`config.mk`:
```
export PLATFORM = sky130hd
export DESIGN_NAME = autobaud_gen
export DESIGN_NICKNAME = d
export VERILOG_FILES = /design/src/rtl/abd_pkg.sv /design/src/rtl/abd_sync.sv /design/src/rtl/abd_measure.sv /design/src/rtl/abd_brg.sv /design/src/rtl/autobaud_gen.sv
export SDC_FILE = /design/constraint.sdc
export NUM_CORES = 1
export LEC_CHECK = 0
export BUFFER_PORTS_ARGS = -buffer_cell sky130_fd_sc_hd__buf_2
export CORE_ASPECT_RATIO = 0.6
export CORE_MARGIN = 4
export CORE_UTILIZATION = 50
export CTS_CLUSTER_DIAMETER = 40
export DETAILED_ROUTE_END_ITERATION = 10
export MAX_ROUTING_LAYER = met4
export PLACE_DENSITY = 0.68
export SYNTH_ARGS = -nofsm -noshare
export SYNTH_HDL_FRONTEND = slang
export SYNTH_HIERARCHICAL = 1
export SYNTH_SLANG_ARGS = --single-unit
```
`constraint.sdc`:
```
create_clock -name clk -period 3.5 [get_ports clk]
set_input_delay 0.7 -clock clk [delete_from_list [all_inputs] [get_ports clk]]
set_output_delay 0.7 -clock clk [all_outputs]
set_load 0.02 [all_outputs]
```
`src/rtl/abd_pkg.sv`:
```
package abd_pkg;

  typedef enum logic [1:0] {
    ST_IDLE  = 2'd0,
    ST_HUNT  = 2'd1,
    ST_LEAD  = 2'd2,
    ST_COUNT = 2'd3
  } abd_state_e;

  typedef enum logic {
    CAL_80H = 1'b0,
    CAL_0DH = 1'b1
  } cal_char_e;

  localparam logic [1:0] RISES_80H = 2'd1;
  localparam logic [1:0] RISES_0DH = 2'd2;

endpackage

```
`src/rtl/abd_sync.sv`:
```
module abd_sync #(
  parameter int STAGES = 2
) (
  input  logic clk,
  input  logic rst_n,
  input  logic line_i,
  output logic rise_o,
  output logic fall_o
);

  logic [STAGES:0] sh_q;
  logic [STAGES:0] sh_d;

  always_comb begin
    sh_d = {sh_q[STAGES-1:0], line_i};
  end

  always_ff @(posedge clk or negedge rst_n) begin
    if (!rst_n) begin
      sh_q <= '1;
    end else begin
      sh_q <= sh_d;
    end
  end

  always_comb begin
    rise_o = sh_q[STAGES-1] & ~sh_q[STAGES];
    fall_o = ~sh_q[STAGES-1] & sh_q[STAGES];
  end

endmodule

```
`src/rtl/abd_measure.sv`:
```
module abd_measure
  import abd_pkg::*;
#(
  parameter int CNT_W = 16
) (
  input  logic             clk,
  input  logic             rst_n,
  input  logic             arm_i,
  input  logic             sel_i,
  input  logic             rise_i,
  input  logic             fall_i,
  output logic             cap_vld_o,
  output logic [CNT_W-3:0] cap_rate_o,
  output logic             done_o,
  output logic             ovf_o
);

  localparam logic [CNT_W-1:0] CNT_MAX = '1;
  localparam logic [CNT_W-1:0] CNT_ONE = CNT_W'(1);

  abd_state_e       st_q, st_d;
  logic [CNT_W-1:0] cnt_q, cnt_d;
  logic [1:0]       left_q, left_d;
  cal_char_e        sel_q, sel_d;
  logic             done_q, done_d;
  logic             ovf_q, ovf_d;
  logic             cap;

  always_comb begin
    st_d   = st_q;
    cnt_d  = cnt_q;
    left_d = left_q;
    sel_d  = sel_q;
    done_d = done_q;
    ovf_d  = ovf_q;
    cap    = 1'b0;
    if (arm_i) begin
      st_d   = ST_HUNT;
      sel_d  = cal_char_e'(sel_i);
      done_d = 1'b0;
      ovf_d  = 1'b0;
      cnt_d  = '0;
      left_d = '0;
    end else begin
      unique case (st_q)
        ST_HUNT: begin
          if (fall_i) begin
            if (sel_q == CAL_80H) begin
              st_d   = ST_COUNT;
              cnt_d  = CNT_ONE;
              left_d = RISES_80H;
            end else begin
              st_d = ST_LEAD;
            end
          end
        end
        ST_LEAD: begin
          if (rise_i) begin
            st_d   = ST_COUNT;
            cnt_d  = CNT_ONE;
            left_d = RISES_0DH;
          end
        end
        ST_COUNT: begin
          if (rise_i && (left_q == 2'd1)) begin
            cap    = 1'b1;
            done_d = 1'b1;
            st_d   = ST_IDLE;
          end else if (cnt_q == CNT_MAX) begin
            ovf_d = 1'b1;
            st_d  = ST_IDLE;
          end else begin
            cnt_d = cnt_q + CNT_ONE;
            if (rise_i) begin
              left_d = left_q - 2'd1;
            end
          end
        end
        default: begin
          st_d = ST_IDLE;
        end
      endcase
    end
  end

  always_ff @(posedge clk or negedge rst_n) begin
    if (!rst_n) begin
      st_q   <= ST_IDLE;
      cnt_q  <= '0;
      left_q <= '0;
      sel_q  <= CAL_80H;
      done_q <= 1'b0;
      ovf_q  <= 1'b0;
    end else begin
      st_q   <= st_d;
      cnt_q  <= cnt_d;
      left_q <= left_d;
      sel_q  <= sel_d;
      done_q <= done_d;
      ovf_q  <= ovf_d;
    end
  end

  // Divide by eight, rounding to nearest: add back bit 2 of the count.
  always_comb begin
    cap_vld_o  = cap;
    cap_rate_o = {1'b0, cnt_q[CNT_W-1:3]} + {{(CNT_W-3){1'b0}}, cnt_q[2]};
    done_o     = done_q;
    ovf_o      = ovf_q;
  end

endmodule

```
`src/rtl/abd_brg.sv`:
```
module abd_brg #(
  parameter int                RW         = 14,
  parameter logic [RW-1:0]     RST_RELOAD = '0
) (
  input  logic          clk,
  input  logic          rst_n,
  input  logic          load_i,
  input  logic [RW-1:0] load_val_i,
  output logic [RW-1:0] reload_o,
  output logic          tick_o
);

  localparam logic [RW-1:0] ONE = RW'(1);

  logic [RW-1:0] rld_q, rld_d;
  logic [RW-1:0] cnt_q, cnt_d;
  logic          run;

  always_comb begin
    run   = (rld_q != '0);
    rld_d = rld_q;
    if (load_i) begin
      rld_d = load_val_i;
    end
  end

  always_comb begin
    if (load_i) begin
      cnt_d = load_val_i - ONE;
    end else if (!run) begin
      cnt_d = '0;
    end else if (cnt_q == '0) begin
      cnt_d = rld_q - ONE;
    end else begin
      cnt_d = cnt_q - ONE;
    end
  end

  always_ff @(posedge clk or negedge rst_n) begin
    if (!rst_n) begin
      rld_q <= RST_RELOAD;
      cnt_q <= '0;
    end else begin
      rld_q <= rld_d;
      cnt_q <= cnt_d;
    end
  end

  always_comb begin
    reload_o = rld_q;
    tick_o   = run && (cnt_q == '0);
  end

endmodule

```
`src/rtl/autobaud_gen.sv`:
```
module autobaud_gen #(
  parameter int                CNT_W      = 16,
  parameter int                SYNC_N     = 2,
  parameter logic [CNT_W-3:0]  RST_RELOAD = '0
) (
  input  logic             clk,
  input  logic             rst_n,
  input  logic             rxd_i,
  input  logic             char_sel_i,
  input  logic             arm_i,
  output logic [CNT_W-3:0] reload_o,
  output logic             tick_o,
  output logic             done_o,
  output logic             ovf_o
);

  localparam int RLD_W = CNT_W - 2;

  logic             rise;
  logic             fall;
  logic             cap_vld;
  logic [RLD_W-1:0] cap_rate;

  abd_sync #(
    .STAGES (SYNC_N)
  ) u_sync (
    .clk    (clk),
    .rst_n  (rst_n),
    .line_i (rxd_i),
    .rise_o (rise),
    .fall_o (fall)
  );

  abd_measure #(
    .CNT_W (CNT_W)
  ) u_meas (
    .clk        (clk),
    .rst_n      (rst_n),
    .arm_i      (arm_i),
    .sel_i      (char_sel_i),
    .rise_i     (rise),
    .fall_i     (fall),
    .cap_vld_o  (cap_vld),
    .cap_rate_o (cap_rate),
    .done_o     (done_o),
    .ovf_o      (ovf_o)
  );

  abd_brg #(
    .RW         (RLD_W),
    .RST_RELOAD (RST_RELOAD)
  ) u_brg (
    .clk        (clk),
    .rst_n      (rst_n),
    .load_i     (cap_vld),
    .load_val_i (cap_rate),
    .reload_o   (reload_o),
    .tick_o     (tick_o)
  );

endmodule

```
==> results of run 1 <==
## routing by layer
layer	GRT usage	vias up	wire [microns]
li1	-	1565	-
met1	0.373	1644	5210
met2	0.293	152	3850
met3	0.0653	13	863
met4	0.0457	0	98
met5	-	-	0
## flip-flops by register name, indices dropped and copies added (netlist names)
name,count
u_meas/ovf_o,1
u_brg/reload_o,14
u_meas/cnt_q,16
u_brg/cnt_q,14
u_meas/sel_q,1
u_meas/st_q,2
u_sync/sh_q,3
u_meas/left_q,2
u_meas/done_o,1
## worst paths after layout
path,to,from,slack [ns],depth (start not counted)
setup / recovery,tick_o,u_brg/reload_o[2]$_DFFE_PN0P_,0.42,4
hold / removal,u_sync/sh_q[1]$_DFF_PN1_,u_sync/sh_q[0]$_DFF_PN1_,0.36,0
setup reg to reg,u_brg/cnt_q[10]$_DFF_PN0_,u_brg/cnt_q[11]$_DFF_PN0_,0.47,9
hold reg to reg,u_sync/sh_q[1]$_DFF_PN1_,u_sync/sh_q[0]$_DFF_PN1_,0.36,0
max in group asynchronous,u_sync/sh_q[2]$_DFF_PN1_,rst_n,2.17,2
min in group asynchronous,u_meas/st_q[1]$_DFFE_PN0P_,rst_n,0.47,1
## logic make-up (layout without fill, tap and decap cells)
kind of cell,Yosys count,in the layout,synth area share
compound gates,102,102,0.190
xor+xnor,28,28,0.0651
fa+ha+maj,9,9,0.0299
buf+inv,35,47,0.0445
flops,54,54,0.360
mux,16,16,0.0475
simple gates,167,167,0.263
## area by class of cell
| class | count | share of cell area |
|---|---|---|
| inverters | 10 | 0.00920 |
| clock inverters | 3 | 0.00521 |
| clock buffers | 5 | 0.0307 |
| repair buffers | 29 | 0.0405 |
| well taps | 104 | 0.0319 |
| multi-input cells | 322 | 0.550 |
| flip-flops and latches | 54 | 0.332 |
## cells in the final DEF (no fill, tap or decap), types with 5 or more instances in the layout
| cell | count |
|---|---|
| o21ai_0 | 16 |
| a31oi_1 | 9 |
| buf_4 | 8 |
| dfrtp_1 | 51 |
| clkbuf_16 | 5 |
| a21oi_1 | 21 |
| inv_1 | 10 |
| nor3_1 | 8 |
| xnor2_1 | 12 |
| nand4_1 | 12 |
| nor2_1 | 35 |
| nor4_1 | 6 |
| buf_2 | 21 |
| mux2_2 | 14 |
| nand2_1 | 27 |
| nand3_1 | 18 |
| xor2_1 | 16 |
| ha_1 | 9 |
| or3_1 | 9 |
| o21ai_1 | 8 |
| o31ai_1 | 8 |
## through the flow
step                      cells  cell area (sq um)  hold slack (ns)
after floorplan             411               3760            0.345
after CTS                   527               4080            0.359
after global routing        527               4080            0.366
after detailed placement    519               3930            0.348
after global placement      519               3930            0.347
final                       527               4080            0.358
## power groups by stage
stage,Clock [mW],Sequential (mW),Combinational (mW)
final,0.510,0.695,0.464
after detailed placement,0,0.705,0.456
after global placement,0,0.704,0.446
after CTS,0.521,0.693,0.457
after global routing,0.546,0.700,0.514
after floorplan,0,0.697,0.345
==> metrics.txt, run 1 <==
Pleak=between 1.5 and 2 nW; first-pass GRT wire length=between 15 and 20 mm; DRT Wirelength=10.0 mm; Fillers=approximately 650; post_cts resized=0; Crit Path Class=reg2out; clk_lat worst skew=roughly 0.30 ns; library cells used by synthesis=~80; Post-Syn Instances=411; Comb power frac=0.278; Reg power frac=0.416; asr flop ratio synth=1.00; Post-synth EDFFs=0; total gr overflow=0; Primary FF master, synth=dfrtp_1; Final Setup Violations=0; Psw=between 0.5 and 0.6 mW; Clock Path Buffers=2; Post-Syn Area=0.00376 sq mm; clock skew=approximately 0.0036 ns; number of DRC markers in iteration 0=343; top cells by count, synth=dfrtp_1, nor2_1, nand2_1; min Tclk post-route=about 3.1 ns; DIE AREA=roughly 0.0090 sq mm; status=finished clean; top cells by area, synth=dfrtp_1, mux2_2, xor2_1; Fin Setup TNS=0 ns; CTS Sinks=54; final hold violation count=0; worst-path fanout max=10; vias in the first global route=between 3,000 and 4,000; Final WS setup=approximately 0.42 ns; CP cell instances=or4_1, nor4_2, nor2b_1, buf_2; setup bufs post-CTS=0; DRC errors left=0; # IOs=22; WP data arrival=2.38 ns; hpwl dp=roughly 7.4 mm; CP bufs+invs=1; RSZ-0062 raised after global routing=false; Syn Area/Cell=just over 9 sq um; most frequent cell after synthesis=dfrtp_1; Final ANT Viol Nets=0; total power=roughly 1.7 mW; Synthesized Nets=roughly 430; die height=~75 microns; Area Overhead vs Synth=8.34%; die width=120 microns; pwr/cell area=between 400 and 500 mW/mm^2; Root Driver=clkbuf_16; # diodes=0; Nets=between 400 and 500; Reg clk slew, reported paths=approximately 0.070 ns; clock power share=0.306; cell family with most CP delay=simple AND/OR/NAND/NOR gates; Initial Util=0.516; PortBufs=21; GRT Overall Usage=0.237; top-area cell type share of the netlist area=0.339; Tcrit/Tclk final=0.880; Hold WC Path Type=reg2reg; vias=about 3,400; internal power=approximately 1.1 mW; Synth Register Bits=54; initial antenna violation count=0; H-tree level count=2; crit start category=flop; Multi-input gate area=between 0.002 and 0.0025 sq mm; drt wl/cell=19.0 microns; Yosys top cell by area=dfrtp_1; register area=0.00136 sq mm; sequential fraction of the synthesis area=0.360; share of layout cells above drive strength 1=0.187; TritonCTS Buffers=5; CP peak stage delay=between 0.6 and 0.7 ns; Slowest cell on crit path=or4_1; CTS tree=yes; largest net degree at the start of global routing=35; Final Core Density=0.559; max-cap viol count=0; Place WS=between 0.5 and 0.6 ns; drt pass-1 iters=6; Std-Cell Core Area=around 0.0073 sq mm; # rows=24; vias per cell=6.40; Worst Tran Pin Value=0.978 ns; maximum vdd drop=approximately 190 uV; max_slew headroom=0.342; synth warn=6; max frequency=approximately 0.32 GHz; final slew viol count=0; CP required=roughly 2.8 ns; Worst Setup End Kind=output port; routability cong.=~0.95; Sw Ratio=0.342; hold buffer count at cts=0
Power figures use the tool's default switching activity.
==> run 2, diff against run 1 <==
--- a/config.mk
+++ b/config.mk
@@ -15,5 +15,4 @@
 export PLACE_DENSITY = 0.68
 export SYNTH_ARGS = -nofsm -noshare
 export SYNTH_HDL_FRONTEND = slang
-export SYNTH_HIERARCHICAL = 1
 export SYNTH_SLANG_ARGS = --single-unit
==> metrics.txt, run 2 <==
most frequent cells in the layout=dfrtp_1, nor2_1, a21oi_1; PortBufs=21 (unchanged); total gr overflow=0 (unchanged); WP data arrival=3.34 ns (+0.96 ns); number of DRC markers in iteration 0=344 (+0.29%); top-area cell type share of the netlist area=0.355 (+0.0162); Final ANT Viol Nets=0 (unchanged); clock skew=0.00546 ns (+0.00191 ns); synth warn=0 (-6); Finished Layout Cells=494 (-6.3%); routability cong.=0.944 (-0.57%); max-cap viol count=0 (unchanged); reg-to-reg endpoint=u_brg.cnt_q[10]$_DFF_PN0_; worst-path fanout max=13 (+3); CP required=3.67 ns (+0.87 ns); final slew viol count=0 (unchanged); # rows=23 (-4.2%); largest net degree at the start of global routing=40 (+14%); Nets=420 (-3.7%); clk_lat worst skew=0.29 ns (about the same); share of layout cells above drive strength 1=0.162 (-0.0246); worst r2r src=u_brg.cnt_q[8]$_DFF_PN0_; placed insts=486 (-6.4%); asr flop ratio synth=1.00 (unchanged); initial antenna violation count=0 (unchanged); Fin Setup TNS=0 ns (unchanged); Post-synth EDFFs=0 (unchanged); Final WS setup=0.330 ns (-0.0918 ns); Worst Tran Pin Value=0.909 ns (-0.0696 ns); Fillers=604 (-7.5%); Final Core Density=0.569 (+0.00990); Yosys top cell by area=dfrtp_1; drt pass-1 iters=5 (-1); maximum vdd drop=259 uV (+33%); register area=0.00136 sq mm (unchanged); post_cts resized=0 (unchanged); main combinational cell family by area after synthesis=simple AND/OR/NAND/NOR gates; vias per cell=6.14 (-4.2%); max_slew headroom=0.394 (+0.0524); CTS tree=yes; die height=73.7 microns (-2.1%); H-tree level count=2 (unchanged); max frequency=0.315 GHz (-2.9%); post-synthesis compound-gate area fraction=0.167 (-0.0233); Hold EP=u_sync.sh_q[1]$_DFF_PN1_; crit start category=flop; Worst Setup End Kind=flop; top cells by count, synth=dfrtp_1, nor2_1, a21oi_1; die width=117 microns (-2.1%); Pleak=1.71 nW (-11%); CTS Sinks=54 (unchanged); setup bufs post-CTS=0 (unchanged); Crit Path Class=reg2reg; WHS Path Cells=0 (unchanged); pwr/cell area=665 mW/mm^2 (+62%); Clock Path Buffers=2 (unchanged); # diodes=0 (unchanged); Final Setup Violations=0 (unchanged); Tcrit/Tclk final=0.906 (+0.0262); Synthesized Nets=408 (-4.0%); Initial Util=0.527 (+0.0109); Reg clk slew, reported paths=0.07 ns (about the same); hold_sp=u_sync.sh_q[0]$_DFF_PN1_; Syn Area/Cell=9.12 sq um (-0.43%); Largest Register=u_meas.cnt_q; Multi-input gate area=0.00207 sq mm (-8.0%); Synth Register Bits=54 (unchanged); status=finished clean; Primary FF master, synth=dfrtp_1; RSZ-0062 raised after global routing=false; mux cell area share after synthesis=0.0150 (-0.0326); Post-Synth XOR/XNOR Area=0.0947 (+0.0296); Hold WC Path Type=reg2reg; area share of fa/ha/maj cells after synthesis=0.0313 (+0.00143); most frequent cell after synthesis=dfrtp_1; hold buffer count at cts=0 (unchanged); Std-Cell Core Area=0.00682 sq mm (-6.5%); Place WS=0.394 ns (-0.139 ns); sequential fraction of the synthesis area=0.377 (+0.0172); Worst Reg-to-Reg Cells=11 (+2); DRT Wirelength=8.71 mm (-13%); TritonCTS Buffers=5 (unchanged); library cells used by synthesis=64 (-18%); Area Overhead vs Synth=7.97%; min Tclk post-route=3.17 ns (+0.0918 ns); Simple-Gate Fraction of Synth Area=0.267 (+0.00417); Post-Syn Instances=394 (-4.1%); Largest register FFs=16 (unchanged); # IOs=22 (unchanged); drt wl/cell=17.6 microns (-7.2%); hpwl dp=6.58 mm (-11%); DIE AREA=0.00865 sq mm (-4.2%); Post-Syn Area=0.00359 sq mm (-4.6%); GRT Overall Usage=0.218 (-0.0194); first-pass GRT wire length=14.5 mm (-11%); vias in the first global route=2,710 (-9.7%); most common cell after layout, fill and taps aside=dfrtp_1; final hold violation count=0 (unchanged); top cells by area, synth=dfrtp_1, xor2_1, a21oi_1; Root Driver=clkbuf_16; DRC errors left=0 (unchanged); R2R Setup Slk=0.33 ns (-0.14 ns); vias=3,031 (-10%)
run 2: critical path: stages, from the launching register on:
cell and delay [ns]:
dfrtp_1 0.44, or3_1 0.21, nor3_4 0.09, and2_4 0.22, a21oi_1 0.22, ha_1 0.22
or3b_2 0.53, or4_1 0.48, a31oi_4 0.25, nand3_1 0.12, xnor2_1 0.16, o22ai_1 0.09
run 2: logic make-up (layout without fill, tap and decap cells):
kind of cell             after synthesis  count (layout)
adder cells (fa/ha/maj)                9               9
AO/OA/AOI/OAI                         93              93
flip-flops                            54              54
AND/OR/NAND/NOR                      164             164
buffers and inverters                 31              44
multiplexers                           5               5
XOR/XNOR                              38              38
run 2: where the power goes:
| part | total (mW) | internal, mW | switching [mW] | leakage (nW) |
|---|---|---|---|---|
| combinational | 1.09 | 0.454 | 0.641 | 0.910 |
| clock | 0.546 | 0.324 | 0.221 | 0.0832 |
| sequential | 0.940 | 0.765 | 0.175 | 0.712 |
run 2: worst max path at each step:
stage | start | end | slack [ns]
after floorplan | u_brg.cnt_q[5]$_DFF_PN0_ | u_brg.cnt_q[10]$_DFF_PN0_ | 0.47
after global placement | u_brg.cnt_q[8]$_DFF_PN0_ | u_brg.cnt_q[10]$_DFF_PN0_ | 0.49
after detailed placement | u_brg.cnt_q[8]$_DFF_PN0_ | u_brg.cnt_q[10]$_DFF_PN0_ | 0.39
after CTS | u_brg.cnt_q[8]$_DFF_PN0_ | u_brg.cnt_q[10]$_DFF_PN0_ | 0.35
after global routing | u_brg.cnt_q[8]$_DFF_PN0_ | u_brg.cnt_q[10]$_DFF_PN0_ | 0.20
final | u_brg.cnt_q[8]$_DFF_PN0_ | u_brg.cnt_q[10]$_DFF_PN0_ | 0.33
run 2: final cells by class:
type / instances / share of cell area
clock buffers: 8 / 0.0429
inverters: 9 / 0.00871
multi-input cells: 309 / 0.532
flip-flops and latches: 54 / 0.349
well taps: 87 / 0.0281
repair buffers: 27 / 0.0387
run 2: stage by stage:
stage          total power [mW]  hold WS, ns  cell area (sq um)
4_1_cts                    2.58        0.357               3880
6_report                   2.58        0.357               3880
5_1_grt                    2.75        0.365               3880
3_3_place_gp               2.01        0.345               3710
2_1_floorplan              1.76        0.345               3590
3_5_place_dp               2.03        0.347               3710
run 2: per-layer routing:
layer	wire, microns	vias to the layer above	global-route usage
li1	-	1462	-
met1	4690	1458	0.343
met2	3350	107	0.286
met3	625	4	0.0423
met4	39	0	0.0390
met5	0	-	-
==> run 3, diff against run 2 <==
--- a/config.mk
+++ b/config.mk
@@ -12,7 +12,7 @@
 export CTS_CLUSTER_DIAMETER = 40
 export DETAILED_ROUTE_END_ITERATION = 10
 export MAX_ROUTING_LAYER = met4
-export PLACE_DENSITY = 0.68
+export PLACE_DENSITY = 0.7
 export SYNTH_ARGS = -nofsm -noshare
 export SYNTH_HDL_FRONTEND = slang
 export SYNTH_SLANG_ARGS = --single-unit
==> constraint.sdc (replaced) <==
create_clock -name clk -period 2.6 [get_ports clk]
set_input_delay 0.52 -clock clk [delete_from_list [all_inputs] [get_ports clk]]
set_output_delay 0.52 -clock clk [all_outputs]
set_load 0.02 [all_outputs]
==> metrics.txt, run 3 (synthesis gave the netlist of run 2 again) <==
status=finished clean; Worst Setup End Kind=flop; # IOs=22 (unchanged); drt wl/cell=17.9 microns (+1.7%); die height=73.7 microns (unchanged); CTS tree=yes; vias in the first global route=3,020 (+11%); Crit Path Class=reg2reg; hold buffer count at cts=0 (unchanged); max_slew headroom=0.572 (+0.177); initial antenna violation count=0 (unchanged); minimum hold slack=0.248 ns (-0.108 ns); Tcrit/Tclk final=0.995 (+0.0896); Std-Cell Core Area=0.00682 sq mm (unchanged); GRT Overall Usage=0.236 (+0.0181); Largest Register=u_meas.cnt_q; Critical Path Start=u_brg.cnt_q[4]$_DFF_PN0_; Finished Layout Cells=538 (+8.9%); H-tree level count=2 (unchanged); Final Setup Violations=0 (unchanged); # rows=23 (unchanged); RSZ-0062 raised after global routing=true; max frequency=0.386 GHz (+22%); Initial Util=0.527 (unchanged); DIE AREA=0.00865 sq mm (unchanged); CP required=2.81 ns (-0.86 ns); Hold WC Path Type=in2async; Worst Tran Pin Value=0.643 ns (-0.266 ns); worst r2r src=u_brg.cnt_q[4]$_DFF_PN0_; vias per cell=6.09 (-0.82%); Final Core Density=0.624 (+0.0554); largest net degree at the start of global routing=29 (-28%); Final ANT Viol Nets=0 (unchanged); min Tclk post-route=2.59 ns (-0.582 ns); Root Driver=clkbuf_16; TritonCTS Buffers=5 (unchanged); clock skew=0.00538 ns (-0.0000858 ns); Area Overhead vs Synth=18.5%; Reg clk slew, reported paths=0.07 ns (about the same); most frequent cells in the layout=dfrtp_1, buf_4, nor2_1; DRT Wirelength=9.65 mm (+11%); # diodes=0 (unchanged); max-cap viol count=0 (unchanged); Nets=464 (+10%); Pleak=1.93 nW (+13%); placed insts=529 (+8.8%); PortBufs=21 (unchanged); WP data arrival=2.80 ns (-0.54 ns); total power=3.73 mW (+44%); final slew viol count=0 (unchanged); die width=117 microns (unchanged); most common cell after layout, fill and taps aside=dfrtp_1; Largest register FFs=16 (unchanged); drt pass-1 iters=5 (unchanged); Clock Path Buffers=2 (unchanged); number of DRC markers in iteration 0=271 (-21%); share of layout cells above drive strength 1=0.264 (+0.102); worst-path fanout max=4 (-9); maximum vdd drop=361 uV (+40%); hpwl dp=7.51 mm (+14%); clk_lat worst skew=0.29 ns (about the same); total gr overflow=0 (unchanged); final hold violation count=0 (unchanged); DRC errors left=0 (unchanged); area post-placement=0.00407 sq mm (+9.5%); vias=3,274 (+8.0%); crit start category=flop; CTS Sinks=54 (unchanged); Final Instance Area=0.00426 sq mm (+9.7%); routability cong.=0.954 (+1.1%); first-pass GRT wire length=15.9 mm (+9.4%); pwr/cell area=876 mW/mm^2 (+32%)
==> run 3: final cells by class <==
class	count	area, sq um
multi-input combinational	309	2120
timing repair buffer	71	495
inverter	9	33.8
fill	583	2560
sequential	54	1360
tap	87	109
clock buffer	7	143
clock inverter	1	5.00
==> run 3: routing by layer <==
layer	track usage	vias to the layer above	routed length [microns]
met5	-	-	0
met4	0.0364	0	34
met3	0.0615	7	917
met2	0.319	145	3820
met1	0.357	1573	4870
li1	-	1549	-
==> run 3: final timing paths <==
check                      slack (ns)                         to  depth (start not counted)
setup / recovery                 0.01  u_brg.cnt_q[10]$_DFF_PN0_                         11
hold / removal                   0.25   u_meas.sel_q$_DFFE_PN0P_                          1
setup reg to reg                 0.01  u_brg.cnt_q[10]$_DFF_PN0_                         11
hold reg to reg                  0.36   u_sync.sh_q[1]$_DFF_PN1_                          0
max in group asynchronous        1.71   u_sync.sh_q[0]$_DFF_PN1_                          2
min in group clk                 0.32   u_sync.sh_q[0]$_DFF_PN1_                          1
==> run 3: power breakdown <==
part,switching (mW),internal (mW)
sequential,0.162,1.03
clock,0.293,0.383
combinational,1.03,0.826
total,1.49,2.24
==> run 3: timing repair <==
item	in CTS	in global routing
resized for setup	2	6
pin swaps	2	4
buffers inserted	0	1
setup endpoints to repair	2	6
hold endpoints to repair	0	0
==> run 3: critical path, cell delays in order (launching register included) <==
cell     delay (ns)
dfrtp_1        0.37
nor3_2         0.06
and2_1         0.16
and2_4         0.16
a21oi_2        0.13
ha_2           0.19
or3b_4         0.39
or4_4          0.43
a31oi_4        0.23
nand3_2        0.10
xnor2_1        0.13
o22ai_1        0.15
==> run 3: through the flow <==
stage           TNS (ns)  setup slack (ns)
4_1_cts                0           0.00210
3_5_place_dp   -0.000454         -0.000454
2_1_floorplan     -0.462            -0.180
6_report               0            0.0119
5_1_grt           -0.256            -0.112
3_3_place_gp           0            0.0684
